<file path="src/rtl/rmexc_pkg.sv">
package rmexc_pkg;

  typedef enum logic [2:0] {
    CLS_PLAIN   = 3'd0,
    CLS_DIV     = 3'd1,
    CLS_INTO    = 3'd2,
    CLS_BOUND   = 3'd3,
    CLS_ESC     = 3'd4,
    CLS_UNDEF   = 3'd5,
    CLS_MEMONLY = 3'd6,
    CLS_RSVD    = 3'd7
  } instrClass_e;

  localparam int VEC_W = 3;

  localparam logic [VEC_W-1:0] VEC_DIV   = 3'd0;
  localparam logic [VEC_W-1:0] VEC_TRACE = 3'd1;
  localparam logic [VEC_W-1:0] VEC_BRK   = 3'd3;
  localparam logic [VEC_W-1:0] VEC_OVF   = 3'd4;
  localparam logic [VEC_W-1:0] VEC_RANGE = 3'd5;
  localparam logic [VEC_W-1:0] VEC_UNDEF = 3'd6;
  localparam logic [VEC_W-1:0] VEC_NOFPU = 3'd7;

  localparam logic [7:0] OP_BRK1   = 8'hCC;
  localparam logic [7:0] OP_INTN   = 8'hCD;
  localparam logic [7:0] OP_BRKIMM = 8'h03;
  localparam logic [1:0] MOD_REG   = 2'b11;

  // Strobes passed from the control block to the datapath
  typedef struct packed {
    logic             fire;
    logic             useStart;
    logic             isFault;
    logic [VEC_W-1:0] vec;
  } excCtl_t;

endpackage

</file>
<file path="src/rtl/rmExcControl.sv">
module rmExcControl
  import rmexc_pkg::*;
(
  input  logic        retireValid,
  input  instrClass_e instrClass,
  input  logic [7:0]  opByte0,
  input  logic [7:0]  opByte1,
  input  logic [1:0]  modField,
  input  logic        divZero,
  input  logic        divOverflow,
  input  logic        ovFlag,
  input  logic        traceFlag,
  input  logic        fpuPresent,
  input  logic        boundOutside,
  output excCtl_t     ctl
);

  logic regOperand;
  logic faultDiv;
  logic faultUndef;
  logic faultRange;
  logic faultEsc;
  logic trapBrk;
  logic trapOvf;

  always_comb begin
    regOperand = (modField == MOD_REG);
    faultDiv   = (instrClass == CLS_DIV) && (divZero || divOverflow);
    faultUndef = (instrClass == CLS_UNDEF) ||
                 (((instrClass == CLS_BOUND) || (instrClass == CLS_MEMONLY)) && regOperand);
    faultRange = (instrClass == CLS_BOUND) && !regOperand && boundOutside;
    faultEsc   = (instrClass == CLS_ESC) && !fpuPresent;
    trapBrk    = (instrClass == CLS_PLAIN) &&
                 ((opByte0 == OP_BRK1) || ((opByte0 == OP_INTN) && (opByte1 == OP_BRKIMM)));
    trapOvf    = (instrClass == CLS_INTO) && ovFlag;
  end

  // Priority: faults, then the instruction's own traps, then trace
  always_comb begin
    ctl = '0;
    if (retireValid) begin
      if (faultDiv) begin
        ctl = '{fire: 1'b1, useStart: 1'b1, isFault: 1'b1, vec: VEC_DIV};
      end else if (faultUndef) begin
        ctl = '{fire: 1'b1, useStart: 1'b1, isFault: 1'b1, vec: VEC_UNDEF};
      end else if (faultRange) begin
        ctl = '{fire: 1'b1, useStart: 1'b1, isFault: 1'b1, vec: VEC_RANGE};
      end else if (faultEsc) begin
        ctl = '{fire: 1'b1, useStart: 1'b1, isFault: 1'b1, vec: VEC_NOFPU};
      end else if (trapBrk) begin
        ctl = '{fire: 1'b1, useStart: 1'b0, isFault: 1'b0, vec: VEC_BRK};
      end else if (trapOvf) begin
        ctl = '{fire: 1'b1, useStart: 1'b0, isFault: 1'b0, vec: VEC_OVF};
      end else if (traceFlag) begin
        ctl = '{fire: 1'b1, useStart: 1'b0, isFault: 1'b0, vec: VEC_TRACE};
      end
    end
  end

endmodule

</file>
<file path="src/rtl/rmExcDatapath.sv">
module rmExcDatapath
  import rmexc_pkg::*;
#(
  parameter int ADDR_W = 16,
  parameter int PHYS_W = 20
) (
  input  logic              clk,
  input  logic              rstN,
  input  logic [ADDR_W-1:0] instrStart,
  input  logic [ADDR_W-1:0] instrNext,
  input  logic [ADDR_W-1:0] boundValue,
  input  logic [ADDR_W-1:0] boundLow,
  input  logic [ADDR_W-1:0] boundHigh,
  input  excCtl_t           ctl,
  output logic              boundOutside,
  output logic              excTake,
  output logic [VEC_W-1:0]  excVector,
  output logic [PHYS_W-1:0] excTableAddr,
  output logic [ADDR_W-1:0] excReturnAddr,
  output logic              commitInhibit
);

  localparam int ENTRY_SHIFT = 2;
  localparam int PAD_W       = PHYS_W - VEC_W - ENTRY_SHIFT;

  logic [PHYS_W-1:0] tableNext;

  always_comb begin
    boundOutside = ($signed(boundValue) < $signed(boundLow)) ||
                   ($signed(boundValue) > $signed(boundHigh));
    tableNext    = {{PAD_W{1'b0}}, ctl.vec, {ENTRY_SHIFT{1'b0}}};
  end

  always_ff @(posedge clk) begin
    if (!rstN) begin
      excTake       <= 1'b0;
      commitInhibit <= 1'b0;
      excVector     <= '0;
      excTableAddr  <= '0;
      excReturnAddr <= '0;
    end else begin
      excTake       <= ctl.fire;
      commitInhibit <= ctl.fire && ctl.isFault;
      if (ctl.fire) begin
        excVector     <= ctl.vec;
        excTableAddr  <= tableNext;
        excReturnAddr <= ctl.useStart ? instrStart : instrNext;
      end
    end
  end

  // the strobe follows a cycle in which the control raised a cause
  a_r9_strobe_follows_cause: assert property (@(posedge clk) disable iff (!rstN)
    excTake |-> $past(ctl.fire));

  // inhibit only together with a fault vector
  a_r10_inhibit_only_faults: assert property (@(posedge clk) disable iff (!rstN)
    commitInhibit |-> (excTake && (excVector == VEC_DIV || excVector == VEC_RANGE ||
                                   excVector == VEC_UNDEF || excVector == VEC_NOFPU)));

  // a trace trap returns to the following instruction
  a_r2_trace_returns_next: assert property (@(posedge clk) disable iff (!rstN)
    (excTake && excVector == VEC_TRACE) |-> (excReturnAddr == $past(instrNext) && !commitInhibit));

  // a divide fault returns to the divide instruction itself and inhibits commit
  a_r1_div_returns_start: assert property (@(posedge clk) disable iff (!rstN)
    (excTake && excVector == VEC_DIV) |-> (excReturnAddr == $past(instrStart) && commitInhibit));

endmodule

</file>
<file path="src/rtl/rmExcUnit.sv">
module rmExcUnit
  import rmexc_pkg::*;
#(
  parameter int ADDR_W = 16,
  parameter int PHYS_W = 20
) (
  input  logic              clk,
  input  logic              rstN,
  input  logic              retireValid,
  input  logic [2:0]        instrClass,
  input  logic [7:0]        opByte0,
  input  logic [7:0]        opByte1,
  input  logic [1:0]        modField,
  input  logic [ADDR_W-1:0] instrStart,
  input  logic [ADDR_W-1:0] instrNext,
  input  logic              divZero,
  input  logic              divOverflow,
  input  logic              ovFlag,
  input  logic              traceFlag,
  input  logic [ADDR_W-1:0] boundValue,
  input  logic [ADDR_W-1:0] boundLow,
  input  logic [ADDR_W-1:0] boundHigh,
  input  logic              fpuPresent,
  output logic              excTake,
  output logic [2:0]        excVector,
  output logic [PHYS_W-1:0] excTableAddr,
  output logic [ADDR_W-1:0] excReturnAddr,
  output logic              commitInhibit
);

  excCtl_t ctl;
  logic    boundOutside;

  rmExcControl u_ctrl (
    .retireValid  (retireValid),
    .instrClass   (instrClass_e'(instrClass)),
    .opByte0      (opByte0),
    .opByte1      (opByte1),
    .modField     (modField),
    .divZero      (divZero),
    .divOverflow  (divOverflow),
    .ovFlag       (ovFlag),
    .traceFlag    (traceFlag),
    .fpuPresent   (fpuPresent),
    .boundOutside (boundOutside),
    .ctl          (ctl)
  );

  rmExcDatapath #(
    .ADDR_W (ADDR_W),
    .PHYS_W (PHYS_W)
  ) u_dp (
    .clk           (clk),
    .rstN          (rstN),
    .instrStart    (instrStart),
    .instrNext     (instrNext),
    .boundValue    (boundValue),
    .boundLow      (boundLow),
    .boundHigh     (boundHigh),
    .ctl           (ctl),
    .boundOutside  (boundOutside),
    .excTake       (excTake),
    .excVector     (excVector),
    .excTableAddr  (excTableAddr),
    .excReturnAddr (excReturnAddr),
    .commitInhibit (commitInhibit)
  );

endmodule

</file>
<file path="config.mk">
export PLATFORM = sky130hd
export DESIGN_NAME = rmExcUnit
export DESIGN_NICKNAME = d
export VERILOG_FILES = /design/src/rtl/rmexc_pkg.sv /design/src/rtl/rmExcControl.sv /design/src/rtl/rmExcDatapath.sv /design/src/rtl/rmExcUnit.sv
export SDC_FILE = /design/constraint.sdc
export NUM_CORES = 1
export LEC_CHECK = 0
export BUFFER_PORTS_ARGS = -buffer_cell sky130_fd_sc_hd__buf_4
export CAP_MARGIN = 0
export CORE_MARGIN = 3
export CORE_UTILIZATION = 40
export DETAILED_ROUTE_END_ITERATION = 12
export PLACE_DENSITY_LB_ADDON = 0.1
export SYNTH_ARGS = -nofsm -noshare
export SYNTH_HDL_FRONTEND = slang
export SYNTH_SLANG_ARGS = --single-unit
</file>
<file path="constraint.sdc">
create_clock -name clk -period 7.55 [get_ports clk]
set_input_delay 0.755 -clock clk [delete_from_list [all_inputs] [get_ports clk]]
set_output_delay 0.755 -clock clk [all_outputs]
set_load 0.005 [all_outputs]
</file>
==> results_dict.tcl, run 1 <==
set metrics [dict create \
    place.detailed.instances 470 \
    final_antenna_net_count 0 \
    finalCriticalPeriod_ps 3280 \
    clock-sinks 21 \
    detail_route.first_pass.iterations 4 \
    critical_path.startpoint_type "input pin" \
    die_y_um 80.5 \
    critPathArrivalTime_ps 3380 \
    horizontal_die_dimension_um 80.5 \
    layout.filler_cells 494 \
    setup.worst_path.start "boundValue[13]" \
    cts-buffers-inserted 3 \
    setup.worst_path.end_class "flop" \
    skew_ps 0 \
    floorplan_row_count 26 \
    post_cts.repair.setup_buffers 0 \
    seq_area_frac_synth_pct 18.9 \
    yosysWarningCount 0 \
    fp.coreArea_sq_um 5240 \
    fin_util_pct 61.1 \
    grt_remaining_overflow 0 \
    dp_slack_ps 3990 \
    avg_wl_per_cell_um 13.2 \
    synth-edff-count 0 \
    clkTransAtPathRegs_ps 70 \
    r2r_start "u_dp.excVector[0]" \
    cts_root_buf "clkbuf_8" \
    avgSynthCellArea_sq_um 7.90 \
    drv.max_cap_violation_count 0 \
    count_of_antenna_diodes_in_the_layout 0 \
    multi_input_comb_area_sq_um 1460 \
    gr-usage-all-layers_pct 18.5 \
    num_io_pins 150 \
    critPathKind "in -> reg" \
    layoutNonFillerInstCount 474 \
    syn-cell-area_sq_um 2220 \
    post_drt_via_cell_ratio 5.05 \
    floorplan.initialDensity_pct 42.4 \
    vias_in_the_first_global_route 2311 \
    class_of_the_tightest_hold_or_removal_check "reg -> reg" \
    detailedPlacementHpwl_um 5180 \
    gp_routability_congestion 0.831 \
    layout_setup_ws_ps 4270 \
    reg2reg_depth 2 \
    drc_errors 0 \
    leakage_nw 1.65 \
    cellPowerDensity_nw_per_um2 113 \
    m1WireLength_um 2530 \
    r2r_slack_ps 6650 \
    floorplan.die_area_sq_um 6480 \
    grt_first_pass_wirelength_um 9760 \
    routed_met3_length_um 566 \
    cts-root-to-sink-buffers 2 \
    setup_repair_after_global_routing_missed_its_margin "false" \
    critical_path.max_fanout 16 \
    cts-hold-fix-buffers 0 \
    synth_flop_cell "dfxtp_1" \
    timing.final.hold_violations 0 \
    wl_met2_um 3100 \
    grt_max_degree 19 \
    buffer_ports.inserted 132 \
    synthArstFlopShare_pct 0 \
    cts-resized-gates 0 \
    highest-signal-layer "met4" \
    holdCritStartpoint "u_dp.excReturnAddr[5]" \
    hold_slack_ps 459 \
    min_period_over_period_pct 43.5 \
    flow.area_growth_from_synthesis_pct 44.3 \
    cts_h_tree_lvls 1 \
    setup-violations-final 0 \
    drt_iter0_drc 72 \
    totalWireLength_um 6250 \
    grt_antenna_before_repair 0 \
    worst-endpoint-required_ps 7650 \
    synth_cells 281 \
    tightest_slew_ps 1100 \
    worstReg2RegEnd "u_dp.excVector[0]" \
    vias 2393 \
    postSynthRegisterBits 21 \
    slew_headroom_pct 26.1 \
    insertion_delay_ps 260 \
    final.setup.tns_ps 0 \
    timing.hold.worst_path_depth 2 \
    cts_tree "built" \
    status "finished clean" \
    whs_endpoint "u_dp.excReturnAddr[5]" \
    fin_nets 545 \
    finalMaxSlewViolations 0 \
    peakVddDrop_mv 0.0877 \
    clock.fmax_ghz 0.304 \
    seq_area_sq_um 420 \
    post_route_cells_drive_above_1_share_pct 37.9 \
    synth_cell_types 49 \
]
## cells in the mapped netlist (2+ instances only)
cell	instances	area, sq um
nand2_1	18	67.6
nand3_1	6	30.0
nor2_1	5	18.8
ha_1	31	388
o32ai_2	8	130
buf_4	21	158
o31ai_1	2	15.0
or4_1	2	15.0
o21ai_0	4	20.0
nand2b_1	3	18.8
nand4_1	4	25.0
nor3_1	24	120
inv_1	52	195
nor2b_1	4	25.0
dfxtp_1	21	420
o32ai_1	8	70.1
o221a_2	2	22.5
o21a_1	2	15.0
a211oi_1	2	15.0
a21oi_1	28	140
a21o_1	2	15.0
clkbuf_1	4	15.0
o211ai_1	2	15.0
## through the flow
| stage | cell area [sq um] | power, W |
|---|---|---|
| global placement | 3160 | 0.000288 |
| detailed placement | 3160 | 0.000289 |
| CTS | 3200 | 0.000365 |
| finish | 3200 | 0.000362 |
| floorplan | 2280 | 0.000220 |
| global route | 3200 | 0.000387 |
## cells by family after synthesis
| kind of cell | Yosys count | synth area share [%] |
|---|---|---|
| adders and majority gates | 31 | 17.5 |
| AOI/OAI and AO/OA | 77 | 29.1 |
| buffers and inverters | 81 | 18.2 |
| DFF | 21 | 18.9 |
| other | 1 | 0.169 |
| xor gates and xnor gates | 1 | 0.395 |
| and+or+nand+nor | 69 | 15.8 |
## final cells by class
| cell class | count | area share [%] |
|---|---|---|
| multi-input cells | 195 | 45.6 |
| well taps | 70 | 2.74 |
| inverters | 52 | 6.10 |
| clock inverters | 1 | 0.156 |
| flip-flops and latches | 21 | 13.1 |
| repair buffers | 132 | 30.9 |
| clock buffers | 3 | 1.29 |
## where the power goes
| group | total, W | internal, W | switching [W] |
|---|---|---|---|
| sequential | 0.000126 | 0.000121 | 0.00000587 |
| clock | 0.0000752 | 0.0000368 | 0.0000384 |
| combinational | 0.000160 | 0.0000858 | 0.0000742 |
| total | 0.000362 | 0.000243 | 0.000118 |
## how the worst max path moves through the flow
| stage | endpoint | slack (ps) |
|---|---|---|
| floorplan | u_dp.excReturnAddr[10] | 4530 |
| global placement | u_dp.excReturnAddr[5] | 4040 |
| detailed placement | u_dp.excReturnAddr[7] | 3990 |
| CTS | u_dp.excReturnAddr[0] | 4290 |
| global route | u_dp.excReturnAddr[0] | 4080 |
| finish | u_dp.excReturnAddr[0] | 4270 |
## layout by cell type (no fill, tap or decap), types with 2 or more instances in the layout
| cell type | Yosys | layout |
|---|---|---|
| dfxtp_1 | 21 | 21 |
| conb_1 | 1 | 17 |
| a211oi_1 | 2 | 2 |
| nand2b_1 | 3 | 3 |
| or4_1 | 2 | 2 |
| buf_4 | 21 | 132 |
| o21ai_0 | 4 | 4 |
| o32ai_2 | 8 | 8 |
| nand3_1 | 6 | 6 |
| nor3_1 | 24 | 23 |
| o221a_2 | 2 | 2 |
| nor2_1 | 5 | 5 |
| o21a_1 | 2 | 2 |
| clkbuf_8 | 0 | 3 |
| a21o_1 | 2 | 2 |
| o211ai_1 | 2 | 2 |
| o31ai_1 | 2 | 2 |
| inv_1 | 52 | 52 |
| o32ai_1 | 8 | 8 |
| ha_1 | 31 | 31 |
| nor2b_1 | 4 | 4 |
| nand4_1 | 4 | 4 |
| nand2_1 | 18 | 18 |
| a21oi_1 | 28 | 28 |
## per-layer routing
layer,GRT usage (%),up-vias
met5,0,-
met4,4.05,0
met3,4.26,5
met2,34.0,95
met1,21.7,1075
li1,-,1218
## registers in the layout (all words and copies together) (netlist names)
register            flops
u_dp.excVector          3
u_dp.excReturnAddr     16
u_dp.excTake            1
u_dp.commitInhibit      1
## worst max-delay path, stage by stage
cell     delay, ps
buf_4          120
ha_1           280
nand4_1        140
or4_1          580
a21oi_1        180
o31a_1         200
o31ai_2         90
a41oi_2        820
o32ai_1        220
(Power assumes the default switching activity.)
==> run 2: changes to the inputs <==
==> constraint.sdc (replaced) <==
create_clock -name clk -period 3.3 [get_ports clk]
set_input_delay 0.33 -clock clk [delete_from_list [all_inputs] [get_ports clk]]
set_output_delay 0.33 -clock clk [all_outputs]
set_load 0.005 [all_outputs]
==> run 2 against run 1 <==
  * Worst setup slack worse by 3600 ps
  * Routed wire length is 2.1% higher
  * Global-route usage shrank 0.10 points
  * Non-clock buffer count increased by 6
  * Critical path depth grew 1
  * Core utilization rose by 0.84 points
  * Clock power up 120%
  * Highest routed layer unchanged
==> results_dict.tcl, run 2 (synthesis results as in run 1) <==
set metrics [dict create \
    floorplan_row_count 26 \
    min_period_over_period_pct 80.1 \
    layout.filler_cells 495 \
    clock-sinks 21 \
    critical_path.max_fanout 18 \
    avg_wl_per_cell_um 13.3 \
    clkTransAtPathRegs_ps 70 \
    leakage_nw 1.67 \
    seq_area_sq_um 420 \
    detailedPlacementHpwl_um 5340 \
    grt_max_degree 19 \
    post_cts.repair.setup_buffers 0 \
    gr-usage-all-layers_pct 18.4 \
    grt_remaining_overflow 0 \
    floorplan.die_area_sq_um 6480 \
    class_of_the_tightest_hold_or_removal_check "in -> reg" \
    horizontal_die_dimension_um 80.5 \
    final_design_area_no_fill_sq_um 3250 \
    holdCritStartpoint "rstN" \
    cellPowerDensity_nw_per_um2 257 \
    setup.worst_path.end_class "flop" \
    gp_routability_congestion 0.842 \
    num_io_pins 150 \
    drv.max_cap_violation_count 0 \
    largest_register_ff_count 16 \
    fin_nets 551 \
    cts_tree "built" \
    cp_cell_sequence "buf_4 -> ha_1 -> a21o_1 -> a2111oi_1 -> o31ai_1 -> o31a_1 -> o31a_4 -> o211ai_4 -> buf_4 -> o32ai_1" \
    status "finished clean" \
    layout.cells.most_common_list "buf_4, inv_1, ha_1, a21oi_1, nor3_1" \
    drt_iter0_drc 28 \
    multi_input_comb_area_sq_um 1460 \
    worst_path_most_repeated_cell "buf_4" \
    fin_util_pct 62.0 \
    final_antenna_net_count 0 \
    place.detailed.instances 476 \
    post_drt_via_cell_ratio 4.96 \
    tightest_slew_ps 601 \
    reg_top3 "u_dp.excReturnAddr x16, u_dp.excVector x3" \
    layoutNonFillerInstCount 480 \
    whs_endpoint "u_dp.excVector[1]" \
    r2r_slack_ps 2440 \
    flow.area_growth_from_synthesis_pct 46.2 \
    worstReg2RegEnd "u_dp.excVector[0]" \
    cts-resized-gates 0 \
    totalWireLength_um 6380 \
    most_common_cell_after_layout_fill_and_taps_aside "buf_4" \
    fp.coreArea_sq_um 5240 \
    critPathBufInv 2 \
    cts-buffers-inserted 3 \
    finalCriticalPeriod_ps 2640 \
    largest_register "u_dp.excReturnAddr" \
    setup_repair_after_global_routing_missed_its_margin "false" \
    worst_path_dominant_cell_family "compound AO/OA/AOI/OAI gates" \
    vias_in_the_first_global_route 2309 \
    timing.final.hold_violations 0 \
    finalMaxSlewViolations 0 \
    cpPeakStageDelay_ps 420 \
    clock.fmax_ghz 0.378 \
    buffer_ports.inserted 132 \
    final.setup.tns_ps 0 \
    cts_root_buf "clkbuf_8" \
    timing.hold.worst_path_depth 2 \
    postPlaceCellArea_sq_um 3200 \
    drc_errors 0 \
    critical_path.startpoint_type "input pin" \
    cts-root-to-sink-buffers 2 \
    peakVddDrop_mv 0.293 \
    grt_antenna_before_repair 0 \
    fin_total_pwr_w 0.000833 \
    cts_h_tree_lvls 1 \
    insertion_delay_ps 250 \
    critPathSlowestCell "a2111oi_1" \
    critPathKind "in -> reg" \
    die_y_um 80.5 \
    count_of_antenna_diodes_in_the_layout 0 \
    grt_first_pass_wirelength_um 9850 \
    vias 2382 \
    detail_route.first_pass.iterations 4 \
    slew_headroom_pct 59.8 \
    cts-hold-fix-buffers 0 \
    r2r_start "u_dp.excVector[0]" \
    post_route_cells_drive_above_1_share_pct 38.5 \
    worst-endpoint-required_ps 3430 \
    skew_ps 0 \
    critPathArrivalTime_ps 2780 \
    setup-violations-final 0 \
    floorplan.initialDensity_pct 42.4 \
    reg2reg_depth 2 \
]
## run 2: metal layers
| metal | vias up | global-route usage [%] | wire (um) |
|---|---|---|---|
| met2 | 82 | 34.3 | 3180 |
| met3 | 2 | 3.25 | 538 |
| met5 | - | 0 | 0 |
| met4 | 0 | 3.04 | 19 |
| met1 | 1067 | 22.2 | 2640 |
| li1 | 1231 | - | - |
## run 2: worst max path at each step
stage,start,cells past startpoint,end
finish,boundValue[13],10,u_dp.excReturnAddr[4]
floorplan,boundHigh[13],10,u_dp.excReturnAddr[10]
global route,boundValue[13],10,u_dp.excReturnAddr[0]
global placement,boundValue[13],10,u_dp.excReturnAddr[2]
CTS,boundValue[13],10,u_dp.excReturnAddr[4]
detailed placement,boundValue[13],10,u_dp.excReturnAddr[14]
## run 2: layout make-up
type	count	area share, %
Clock buffer	4	1.39
Inverter	52	6.01
Multi-Input combinational cell	195	45.0
Sequential cell	21	13.0
Tap cell	70	2.70
Timing Repair Buffer	138	31.9
## run 2: power by group
| part | internal (W) | total (W) | switching (W) | leakage (nW) |
|---|---|---|---|---|
| registers | 0.000276 | 0.000290 | 0.0000141 | 0.173 |
| logic | 0.000204 | 0.000375 | 0.000171 | 1.48 |
| clock network | 0.0000859 | 0.000169 | 0.0000829 | 0.0228 |
| total | 0.000565 | 0.000833 | 0.000268 | 1.67 |
## run 2: stage by stage
step           hold slack, ps  worst slack [ps]
4_1_cts                   373               648
3_3_place_gp              447               470
2_1_floorplan             449               702
5_1_grt                   372               513
6_report                  375               656
3_5_place_dp              453               383
==> run 3: changes to the inputs <==
==> constraint.sdc (replaced) <==
create_clock -name clk -period 2.5 [get_ports clk]
set_input_delay 0.25 -clock clk [delete_from_list [all_inputs] [get_ports clk]]
set_output_delay 0.25 -clock clk [all_outputs]
set_load 0.005 [all_outputs]
==> run 3 against run 2 <==
  * Count of clock-buffer cells in the layout down 1
  * Clock power up 30%
  * Hold slack worse by 76 ps
  * Register-to-register slack worse by 830 ps
  * Design area up 4.7%
  * Combinational power up 41%
  * Flip-flop and latch count unchanged
  * Die area unchanged
  * Clock skew unchanged
  * Global-route usage up 0.16 points
  * Critical path type unchanged
==> results_dict.tcl, run 3 (synthesis results as in run 1) <==
set metrics [dict create \
    status "finished clean" \
    reg2reg_depth 2 \
    skew_ps 0 \
    post_drt_via_cell_ratio 4.98 \
    holdCritStartpoint "rstN" \
    worstReg2RegEnd "u_dp.excVector[0]" \
    cts_h_tree_lvls 1 \
    slew_headroom_pct 63.6 \
    whs_endpoint "u_dp.excVector[1]" \
    drt_iter0_drc 41 \
    final_antenna_net_count 0 \
    setup-violations-final 0 \
    multi_input_comb_area_sq_um 1460 \
    min_period_over_period_pct 93.5 \
    layout.cells.most_common_list "buf_4, inv_1, ha_1, a21oi_1, nor3_1" \
    r2r_slack_ps 1610 \
    reg_top3 "u_dp.excReturnAddr x16, u_dp.excVector x3" \
    class_of_the_tightest_hold_or_removal_check "in -> reg" \
    clock-sinks 21 \
    num_io_pins 150 \
    critical_path.max_fanout 18 \
    cts-root-to-sink-buffers 2 \
    timing.final.hold_violations 0 \
    cts_root_buf "clkbuf_8" \
    finalMaxSlewViolations 0 \
    cts-resized-gates 0 \
    layout.filler_cells 505 \
    fin_total_pwr_w 0.00113 \
    detailedPlacementHpwl_um 5390 \
    gr-usage-all-layers_pct 18.6 \
    post_route_cells_drive_above_1_share_pct 41.2 \
    fin_nets 568 \
    grt_max_degree 19 \
    critical_path.startpoint_type "input pin" \
    r2r_start "u_dp.excVector[0]" \
    detail_route.first_pass.iterations 4 \
    peakVddDrop_mv 0.298 \
    vias_in_the_first_global_route 2356 \
    worst-endpoint-required_ps 2640 \
    final.setup.tns_ps 0 \
    count_of_antenna_diodes_in_the_layout 0 \
    grt_first_pass_wirelength_um 9830 \
    gp_routability_congestion 0.915 \
    fp.coreArea_sq_um 5240 \
    floorplan.initialDensity_pct 42.4 \
    clock.fmax_ghz 0.428 \
    critPathArrivalTime_ps 2480 \
    cellPowerDensity_nw_per_um2 332 \
    grt_antenna_before_repair 0 \
    setup_repair_after_global_routing_missed_its_margin "false" \
    dp_slack_ps -130 \
    cts-hold-fix-buffers 0 \
    totalWireLength_um 6380 \
    avg_wl_per_cell_um 12.8 \
    grt_remaining_overflow 0 \
    floorplan.die_area_sq_um 6480 \
    fin_util_pct 64.9 \
    setup.worst_path.end_class "flop" \
    largest_register_ff_count 16 \
    layout_setup_ws_ps 163 \
    timing.hold.worst_path_depth 2 \
    horizontal_die_dimension_um 80.5 \
    vias 2473 \
    buffer_ports.inserted 132 \
    drc_errors 0 \
    seq_area_sq_um 420 \
    most_common_cell_after_layout_fill_and_taps_aside "buf_4" \
    post_cts.repair.setup_buffers 0 \
    insertion_delay_ps 250 \
    floorplan_row_count 26 \
    tightest_slew_ps 544 \
    clkTransAtPathRegs_ps 70 \
    flow.area_growth_from_synthesis_pct 53.2 \
    die_y_um 80.5 \
    leakage_nw 1.77 \
    critPathKind "in -> reg" \
    drv.max_cap_violation_count 0 \
    finalCriticalPeriod_ps 2340 \
    cts-buffers-inserted 3 \
    largest_register "u_dp.excReturnAddr" \
    cts_tree "built" \
]
## run 3: cell types whose count changed in the layout (fill, tap and decap cells not counted)
cell      previous run  this run
buf_12               0         2
buf_4              138       153
clkbuf_1             1         0
clkinv_2             0         1
## run 3: worst max-delay path by stage
stage | startpoint | end | slack [ps] | cells past startpoint
CTS | boundValue[13] | u_dp.excReturnAddr[3] | 150 | 10
detailed placement | boundValue[13] | u_dp.excReturnAddr[3] | -130 | 10
floorplan | boundHigh[13] | u_dp.excReturnAddr[10] | 6 | 10
global route | boundValue[13] | u_dp.excReturnAddr[1] | 50 | 10
finish | boundValue[13] | u_dp.excReturnAddr[3] | 160 | 10
global placement | boundValue[11] | u_dp.excReturnAddr[10] | -100 | 10
## run 3: per-stage QoR
| stage | hold WS, ps | instances | cell area [sq um] |
|---|---|---|---|
| 2_1_floorplan | 397 | 297 | 2280 |
| 3_3_place_gp | 446 | 493 | 3350 |
| 3_5_place_dp | 449 | 493 | 3350 |
| 4_1_cts | 293 | 497 | 3400 |
| 5_1_grt | 297 | 497 | 3400 |
| 6_report | 299 | 497 | 3400 |
## run 3: where the power goes
group	leakage (nW)	internal [W]	switching (W)	total, W
Sequential	0.173	0.000364	0.0000176	0.000381
Combinational	1.57	0.000294	0.000233	0.000527
Clock	0.0255	0.000111	0.000108	0.000219
## run 3: metal layers
metal	share of wire (%)	track usage [%]	up-vias
li1	-	-	1265
met1	39	21.1	1114
met2	52	36.0	92
met3	7.8	2.91	2
met4	0.49	3.89	0
met5	0	0	-
## run 3: final cells by class
cell class,count,share of cell area (%)
multi-input cells,195,43.0
repair buffers,155,35.0
flip-flops and latches,21,12.4
inverters,52,5.74
well taps,70,2.58
clock buffers,3,1.21
clock inverters,1,0.147
## run 3: worst max-delay path, cell delays in order
cell       delay, ps
buf_4            120
ha_1             290
a21o_1           180
a2111oi_1        360
o31ai_1          150
o31a_1           350
o31a_4           310
o211ai_4         180
buf_12           180
o32ai_1          100
